==> config.mk <==
export PLATFORM = sky130hd
export DESIGN_NAME = sdram_geo_probe
export DESIGN_NICKNAME = d
export VERILOG_FILES = /design/src/rtl/sdram_geo_probe_pkg.sv /design/src/rtl/geo_judge.sv /design/src/rtl/geo_seq.sv /design/src/rtl/geo_result.sv /design/src/rtl/sdram_geo_probe.sv
export SDC_FILE = /design/constraint.sdc
export NUM_CORES = 1
export LEC_CHECK = 0
export ABC_AREA = 1
export BUFFER_PORTS_ARGS = -buffer_cell sky130_fd_sc_hd__buf_2
export CAP_MARGIN = 5
export CORE_ASPECT_RATIO = 1.4
export CORE_UTILIZATION = 45
export CTS_BUF_LIST = sky130_fd_sc_hd__clkbuf_8 sky130_fd_sc_hd__clkbuf_16
export DETAILED_ROUTE_END_ITERATION = 8
export PLACE_DENSITY = 0.78
export SLEW_MARGIN = 10
export SYNTH_ARGS = -nofsm -noshare
export SYNTH_HDL_FRONTEND = slang
export SYNTH_HIERARCHICAL = 1
export SYNTH_SLANG_ARGS = --single-unit
==> constraint.sdc <==
create_clock -name clk -period 3.32 [get_ports clk]
set_input_delay 0.664 -clock clk [delete_from_list [all_inputs] [get_ports clk]]
set_output_delay 0.664 -clock clk [all_outputs]
set_load 0.05 [all_outputs]
==> src/rtl/sdram_geo_probe_pkg.sv <==
package sdram_geo_probe_pkg;

    localparam int AW        = 32;
    localparam int DW        = 32;
    localparam int N_COL     = 4;
    localparam int N_ROW     = 5;
    localparam int N_STEP    = N_COL + N_ROW;
    localparam int STEP_W    = $clog2(N_STEP);
    localparam int IDX_COLMAX = 0;
    localparam int IDX_ROWMAX = N_COL;
    localparam int IDX_ROW12  = N_COL + 2;
    localparam int IDX_ROW11  = N_COL + 3;
    localparam int IDX_COLMIN = N_COL - 1;
    localparam int IDX_LAST   = N_STEP - 1;

    typedef logic [AW-1:0]     addr_t;
    typedef logic [DW-1:0]     word_t;
    typedef logic [STEP_W-1:0] step_t;

    typedef enum logic [2:0] {
        ST_IDLE, ST_WR, ST_RB, ST_BANK, ST_ROW, ST_COL
    } probe_st_e;

    typedef enum logic [1:0] {
        PH_RB, PH_BANK, PH_ROW, PH_COL
    } probe_ph_e;

    typedef struct packed {
        logic       pass;
        logic       four;
        logic [7:0] mask;
        logic [1:0] code;
    } verdict_t;

    // Alias address of probe step i: column steps first, then row steps.
    function automatic addr_t step_addr(input step_t i);
        addr_t a;
        if (int'(i) < N_COL)
            a = 32'h0E00_0000 | ((32'h0000_2000 >> i) - 32'h0000_0200);
        else if (int'(i) < IDX_LAST)
            a = (32'h1000_0000 >> (int'(i) - N_COL)) - 32'h0100_0000;
        else
            a = '0;
        return a;
    endfunction

    // Self-describing pattern of probe step i (one byte repeated).
    function automatic word_t step_pat(input step_t i);
        logic [7:0] b;
        if (int'(i) < N_COL)
            b = 8'h0B - 8'(i);
        else if (int'(i) < IDX_LAST)
            b = (8'h40 >> (int'(i) - N_COL)) - 8'h01;
        else
            b = 8'hAA;
        return {4{b}};
    endfunction

    function automatic logic bytes_same(input word_t w);
        return (w[31:24] == w[7:0]) && (w[23:16] == w[7:0]) && (w[15:8] == w[7:0]);
    endfunction

endpackage

==> src/rtl/geo_judge.sv <==
module geo_judge
    import sdram_geo_probe_pkg::*;
(
    input  probe_ph_e phase,
    input  step_t     idx,
    input  word_t     rdata,
    output verdict_t  vd
);
    word_t pat_row11, pat_row12, pat_rowmax, pat_2bank, pat_colmax, pat_colmin;

    always_comb begin
        pat_row11  = step_pat(step_t'(IDX_ROW11));
        pat_row12  = step_pat(step_t'(IDX_ROW12));
        pat_rowmax = step_pat(step_t'(IDX_ROWMAX));
        pat_2bank  = step_pat(step_t'(IDX_LAST));
        pat_colmax = step_pat(step_t'(IDX_COLMAX));
        pat_colmin = step_pat(step_t'(IDX_COLMIN));

        vd      = '0;
        vd.mask = rdata[7:0];
        vd.code = 2'(rdata[7:0] - pat_colmin[7:0]);
        unique case (phase)
            PH_RB:   vd.pass = (rdata == step_pat(idx));
            PH_BANK: begin
                vd.four = (rdata == pat_row11) || (rdata == pat_row12);
                vd.pass = vd.four || (rdata == pat_2bank);
            end
            PH_ROW:  vd.pass = (rdata >= pat_row11) && (rdata <= pat_rowmax) && bytes_same(rdata);
            PH_COL:  vd.pass = (rdata >= pat_colmin) && (rdata <= pat_colmax) && bytes_same(rdata);
            default: vd.pass = 1'b0;
        endcase
    end
endmodule

==> src/rtl/geo_seq.sv <==
module geo_seq
    import sdram_geo_probe_pkg::*;
(
    input  logic      clk,
    input  logic      rst,
    input  logic      start,
    input  logic      mem_ack,
    input  logic      pass,
    output logic      mem_req,
    output logic      mem_we,
    output addr_t     mem_addr,
    output word_t     mem_wdata,
    output logic      evt,
    output probe_ph_e phase,
    output step_t     idx
);
    probe_st_e st;

    always_comb begin
        mem_req   = (st != ST_IDLE);
        mem_we    = (st == ST_WR);
        mem_wdata = (st == ST_WR) ? step_pat(idx) : '0;
        unique case (st)
            ST_BANK: mem_addr = step_addr(step_t'(IDX_ROW12));
            ST_ROW:  mem_addr = step_addr(step_t'(IDX_ROWMAX));
            ST_COL:  mem_addr = step_addr(step_t'(IDX_COLMAX));
            default: mem_addr = step_addr(idx);
        endcase
        unique case (st)
            ST_BANK: phase = PH_BANK;
            ST_ROW:  phase = PH_ROW;
            ST_COL:  phase = PH_COL;
            default: phase = PH_RB;
        endcase
        evt = mem_ack && (st inside {ST_RB, ST_BANK, ST_ROW, ST_COL});
    end

    always_ff @(posedge clk) begin
        if (rst) begin
            st  <= ST_IDLE;
            idx <= '0;
        end else begin
            unique case (st)
                ST_IDLE: if (start) begin
                    st  <= ST_WR;
                    idx <= '0;
                end
                ST_WR:   if (mem_ack) st <= ST_RB;
                ST_RB:   if (mem_ack) begin
                    if (!pass)                   st <= ST_IDLE;
                    else if (int'(idx) == IDX_LAST) st <= ST_BANK;
                    else begin
                        st  <= ST_WR;
                        idx <= idx + 1'b1;
                    end
                end
                ST_BANK: if (mem_ack) st <= pass ? ST_ROW : ST_IDLE;
                ST_ROW:  if (mem_ack) st <= pass ? ST_COL : ST_IDLE;
                ST_COL:  if (mem_ack) st <= ST_IDLE;
                default: st <= ST_IDLE;
            endcase
        end
    end

    // an unacknowledged request holds its command, address and data
    a_r4_req_hold: assert property (@(posedge clk) disable iff (rst)
        mem_req && !mem_ack |=> mem_req && $stable(mem_we) && $stable(mem_addr) && $stable(mem_wdata));

    // an acknowledged write is followed by a read of the same address
    a_r3_readback: assert property (@(posedge clk) disable iff (rst)
        mem_req && mem_we && mem_ack |=> mem_req && !mem_we && $stable(mem_addr));

    // a failing verdict leaves the port quiet
    a_r11_stop: assert property (@(posedge clk) disable iff (rst)
        evt && !pass |=> !mem_req);
endmodule

==> src/rtl/geo_result.sv <==
module geo_result
    import sdram_geo_probe_pkg::*;
(
    input  logic       clk,
    input  logic       rst,
    input  logic       evt,
    input  probe_ph_e  phase,
    input  verdict_t   vd,
    output logic       done,
    output logic [3:0] geo_cfg,
    output logic [7:0] bank_end,
    output logic [7:0] row_mask,
    output logic       mem_bad
);
    logic       four_t;
    logic [7:0] mask_t;

    always_ff @(posedge clk) begin
        if (rst) begin
            done     <= 1'b0;
            geo_cfg  <= '0;
            bank_end <= '0;
            row_mask <= '0;
            mem_bad  <= 1'b0;
            four_t   <= 1'b0;
            mask_t   <= '0;
        end else begin
            done <= 1'b0;
            if (evt) begin
                if (!vd.pass) begin
                    geo_cfg  <= '0;
                    bank_end <= '0;
                    row_mask <= '0;
                    mem_bad  <= 1'b1;
                    done     <= 1'b1;
                end else begin
                    unique case (phase)
                        PH_BANK: four_t <= vd.four;
                        PH_ROW:  mask_t <= vd.mask;
                        PH_COL: begin
                            geo_cfg  <= {four_t, 1'b0, vd.code};
                            bank_end <= (mask_t >> (2'd3 - vd.code)) + 8'd1;
                            row_mask <= mask_t;
                            mem_bad  <= 1'b0;
                            done     <= 1'b1;
                        end
                        default: ;
                    endcase
                end
            end
        end
    end

    // completion is a single-cycle pulse
    a_r1_done_pulse: assert property (@(posedge clk) disable iff (rst)
        done |=> !done);

    // a failed probe reports all-zero geometry
    a_r10_bad_zero: assert property (@(posedge clk) disable iff (rst)
        done && mem_bad |-> geo_cfg == 4'd0 && bank_end == 8'd0 && row_mask == 8'd0);

    // a successful probe never reports an empty bank
    a_r9_end_nonzero: assert property (@(posedge clk) disable iff (rst)
        done && !mem_bad |-> bank_end != 8'd0);

    // results move only with the completion pulse
    a_r12_hold: assert property (@(posedge clk) disable iff (rst)
        !$stable(geo_cfg) || !$stable(bank_end) || !$stable(mem_bad) |-> done);
endmodule

==> src/rtl/sdram_geo_probe.sv <==
module sdram_geo_probe
    import sdram_geo_probe_pkg::*;
(
    input  logic          clk,
    input  logic          rst,
    input  logic          start,
    output logic          done,
    output logic          mem_req,
    output logic          mem_we,
    output logic [AW-1:0] mem_addr,
    output logic [DW-1:0] mem_wdata,
    input  logic [DW-1:0] mem_rdata,
    input  logic          mem_ack,
    output logic [3:0]    geo_cfg,
    output logic [7:0]    bank_end,
    output logic [7:0]    row_mask,
    output logic          mem_bad
);
    logic      evt;
    probe_ph_e phase;
    step_t     idx;
    verdict_t  vd;

    geo_seq u_seq (
        .clk       (clk),
        .rst       (rst),
        .start     (start),
        .mem_ack   (mem_ack),
        .pass      (vd.pass),
        .mem_req   (mem_req),
        .mem_we    (mem_we),
        .mem_addr  (mem_addr),
        .mem_wdata (mem_wdata),
        .evt       (evt),
        .phase     (phase),
        .idx       (idx)
    );

    geo_judge u_judge (
        .phase (phase),
        .idx   (idx),
        .rdata (mem_rdata),
        .vd    (vd)
    );

    geo_result u_result (
        .clk      (clk),
        .rst      (rst),
        .evt      (evt),
        .phase    (phase),
        .vd       (vd),
        .done     (done),
        .geo_cfg  (geo_cfg),
        .bank_end (bank_end),
        .row_mask (row_mask),
        .mem_bad  (mem_bad)
    );
endmodule

==> metrics <==
ANT nets after route 0; Yosys top cell area share 17.5%; Post-synth EDFFs 0; via count 5430; dominant cells by area after synthesis nand2_1 (17%), dfxtp_1 (16%), nor2_1 (7.9%); skew final 6.94 ps; Post-synth top flop dfxtp_1; xor/xnor share of the synthesized area less than 1%; worst hold path type reg2reg; H-tree levels 2; hold buffers post-CTS 0; clk slew on worst S/H paths around 60 ps; Synthesized Nets 847; CTS Sinks 37; Seq/Total Area, Yosys 16.3%; area of the multi-input gates between 0.003 and 0.004 sq mm; CTS tree done; io pins 124; leak pwr between 2 and 3 nW; r2r setup slk 370 ps; Avg Vias per Cell about 5.4; first-pass GRT wire length 22100 um; DRT Pass-1 Iters 5; final wirelength 14100 um; setup violators final 0; Clock Tree Root clkbuf_16; WP data arrival 2480 ps; share of layout cells above drive strength 1 24.2%; largest family of logic cells by synthesized area simple AND/OR/NAND/NOR gates; M1 wire length 5510 um; Ys Warns 6; Highest Signal Layer met4; Post-Synth Adder-Cell Area about 6.1%; grt total ovfl 0; met2 wire length 6980 um; Peak VDD IR slightly above 0.4 mV; vias in the first global route slightly below 5000; Worst Path Class, Setup reg2out; core area around 0.01 sq mm; WL/cell 13.9 um; register area 744 sq um; Critical R2R Launch u_seq/idx[3]; max_cap viols 0; PostCTS Resize Cnt 0; Core Util, Final between 50% and 60%; CTS max path bufs 2; Mapped Cells 789; cts bufs inserted 5; Hold Vio Cnt, Final 0; hpwl dp around 11000 um; largest net degree at the start of global routing 37; synthesized-area fraction occupied by and/or/nand/nor cells 46.3%; Yosys cell types 42; die footprint 0.0105 sq mm; reg2reg end u_result/row_mask[4]; ys async rst share 0%; post-synthesis mux area share 0%; CP required 2660 ps; Rows 43; end of the critical path mem_addr[26]; post-CTS setup buffer count 0; worst skew pair latency 280 ps; total power per unit cell area 613 mW/mm^2; final net count 934; GRT Resource Usage Total approximately a quarter; maximum clock rate between 300 and 400 MHz; DIE WIDTH about 87 um; drt drc 0; # fillers 1059; WHS 459 ps; Critical Path Source Type flop; fraction of the mapped netlist area in compound gates 13.5%; Setup crit end kind output pin; Slew HR between 50% and 60%; Max FO, Critical Path 8; post-route cell area around 0.0052 sq mm; Initial Util 46.1%; met3 WL between 800 and 900 um; I/O Buffers 122; gpl congestion 1.10; P&R area growth vs syn 14.5%; initial antenna violation count 0; number of DRC markers in iteration 0 305; Post-DP Area approximately 0.0050 sq mm; register bit total from synthesis 37; Die Ht 121 um; crit path launch u_seq/idx[2]; Avg Synthesized Cell Area 5.75 sq um; n_diodes 0; Worst-Margin Slew around 670 ps; Fin Setup TNS 0 ps; worst reg-to-reg path cell count 21; outcome completed; mapped cell area 0.00454 sq mm; Worst Hold Path Cells 2; post-synth top area cell nand2_1; Slew Limit Fails 0; final period demand of the worst path 3140 ps; final worst path period share 94.7%
-- worst max-delay path, stage by stage, from the launching register on --
cell and delay, ps:
dfxtp_1 380, inv_1 170, ha_1 450, inv_1 140
nor2_1 180, nand2_1 110, ha_1 220, xor2_1 160
o21ai_1 110, buf_2 270
-- how the worst min path moves through the flow --
stage	end	slack (ps)	from
detailed placement	u_result/geo_cfg[0]	450	u_result/geo_cfg[0]
global route	u_result/geo_cfg[0]	480	u_result/geo_cfg[0]
floorplan	u_result/row_mask[4]	440	u_result/mask_t[4]
global placement	u_result/geo_cfg[0]	450	u_result/geo_cfg[0]
finish	u_result/geo_cfg[0]	460	u_result/geo_cfg[0]
CTS	u_result/geo_cfg[0]	460	u_result/geo_cfg[0]
-- stage by stage --
step / power (mW) / setup slack, ps / cells
final: 3.19 / 177 / 1011
after global routing: 3.38 / -2.09 / 1011
after CTS: 3.18 / 114 / 1011
after detailed placement: 2.71 / 273 / 1004
after global placement: 2.69 / 357 / 1004
after floorplan: 2.31 / -50.2 / 789
-- layout make-up --
type	count	area share [%]
Multi-Input combinational cell	594	58.4
Sequential cell	37	14.3
Timing Repair Buffer	134	13.5
Inverter	104	7.75
Tap cell	135	3.25
Clock buffer	6	2.67
Clock inverter	1	0.144
-- state kept, by name, summed over array words and instances, names as in the netlist --
signal	cells
u_result/done	1
u_seq/st	3
u_result/mem_bad	1
u_result/geo_cfg	3
u_result/four_t	1
u_result/mask_t	8
u_result/row_mask	8
u_result/bank_end	8
u_seq/idx	4
-- layout by cell type, fill, tap and decap left out, types with 3 or more instances in the layout --
master     instances
o21ai_1            7
nor2_2             7
inv_2              9
inv_1             91
buf_4             12
nor2_4             8
nand3_1           69
ha_1              22
dfxtp_1           34
o211ai_1           5
a21oi_2            5
nand2_2           20
nand2_1          209
nand4_1           15
nand2_4            4
nand3_2            6
clkbuf_16          5
dfxtp_2            3
a211oi_1           9
nor2_1            95
nor4_1             7
o22ai_1            4
buf_2            122
o21ai_0           34
a21oi_1           37
nor3_1            13
-- power breakdown --
part | internal (mW) | switching, mW | total (mW)
combinational | 0.491 | 1.67 | 2.16
clock | 0.294 | 0.175 | 0.469
sequential | 0.479 | 0.0770 | 0.556
-- cell families after synthesis --
kind of cell / after synthesis
xor gates and xnor gates: 2
and+or+nand+nor: 460
other: 1
DFF: 37
buffers and inverters: 158
AOI/OAI and AO/OA: 109
adders and majority gates: 22
-- metal layers --
layer	vias to the layer above	track usage (%)
met3	65	2.66
met2	276	48.2
met1	2411	28.2
met5	-	0
li1	2678	-
met4	0	15.7
-- Yosys cell counts (all sizes together), types with 2 or more instances --
cell type and n:
a211oi 9, a21oi 42, nor3b 2, inv 103, ha 22, xor2 2
dfxtp 37, o21bai 2, nor3 14, nand4 15, buf 49, nor4 8
o22ai 4, nor2 110, nand3 75, o211ai 5, nand2 233, o21ai 43
clkbuf 5, or2 2
Note: power is estimated with default switching activity, not from simulation.
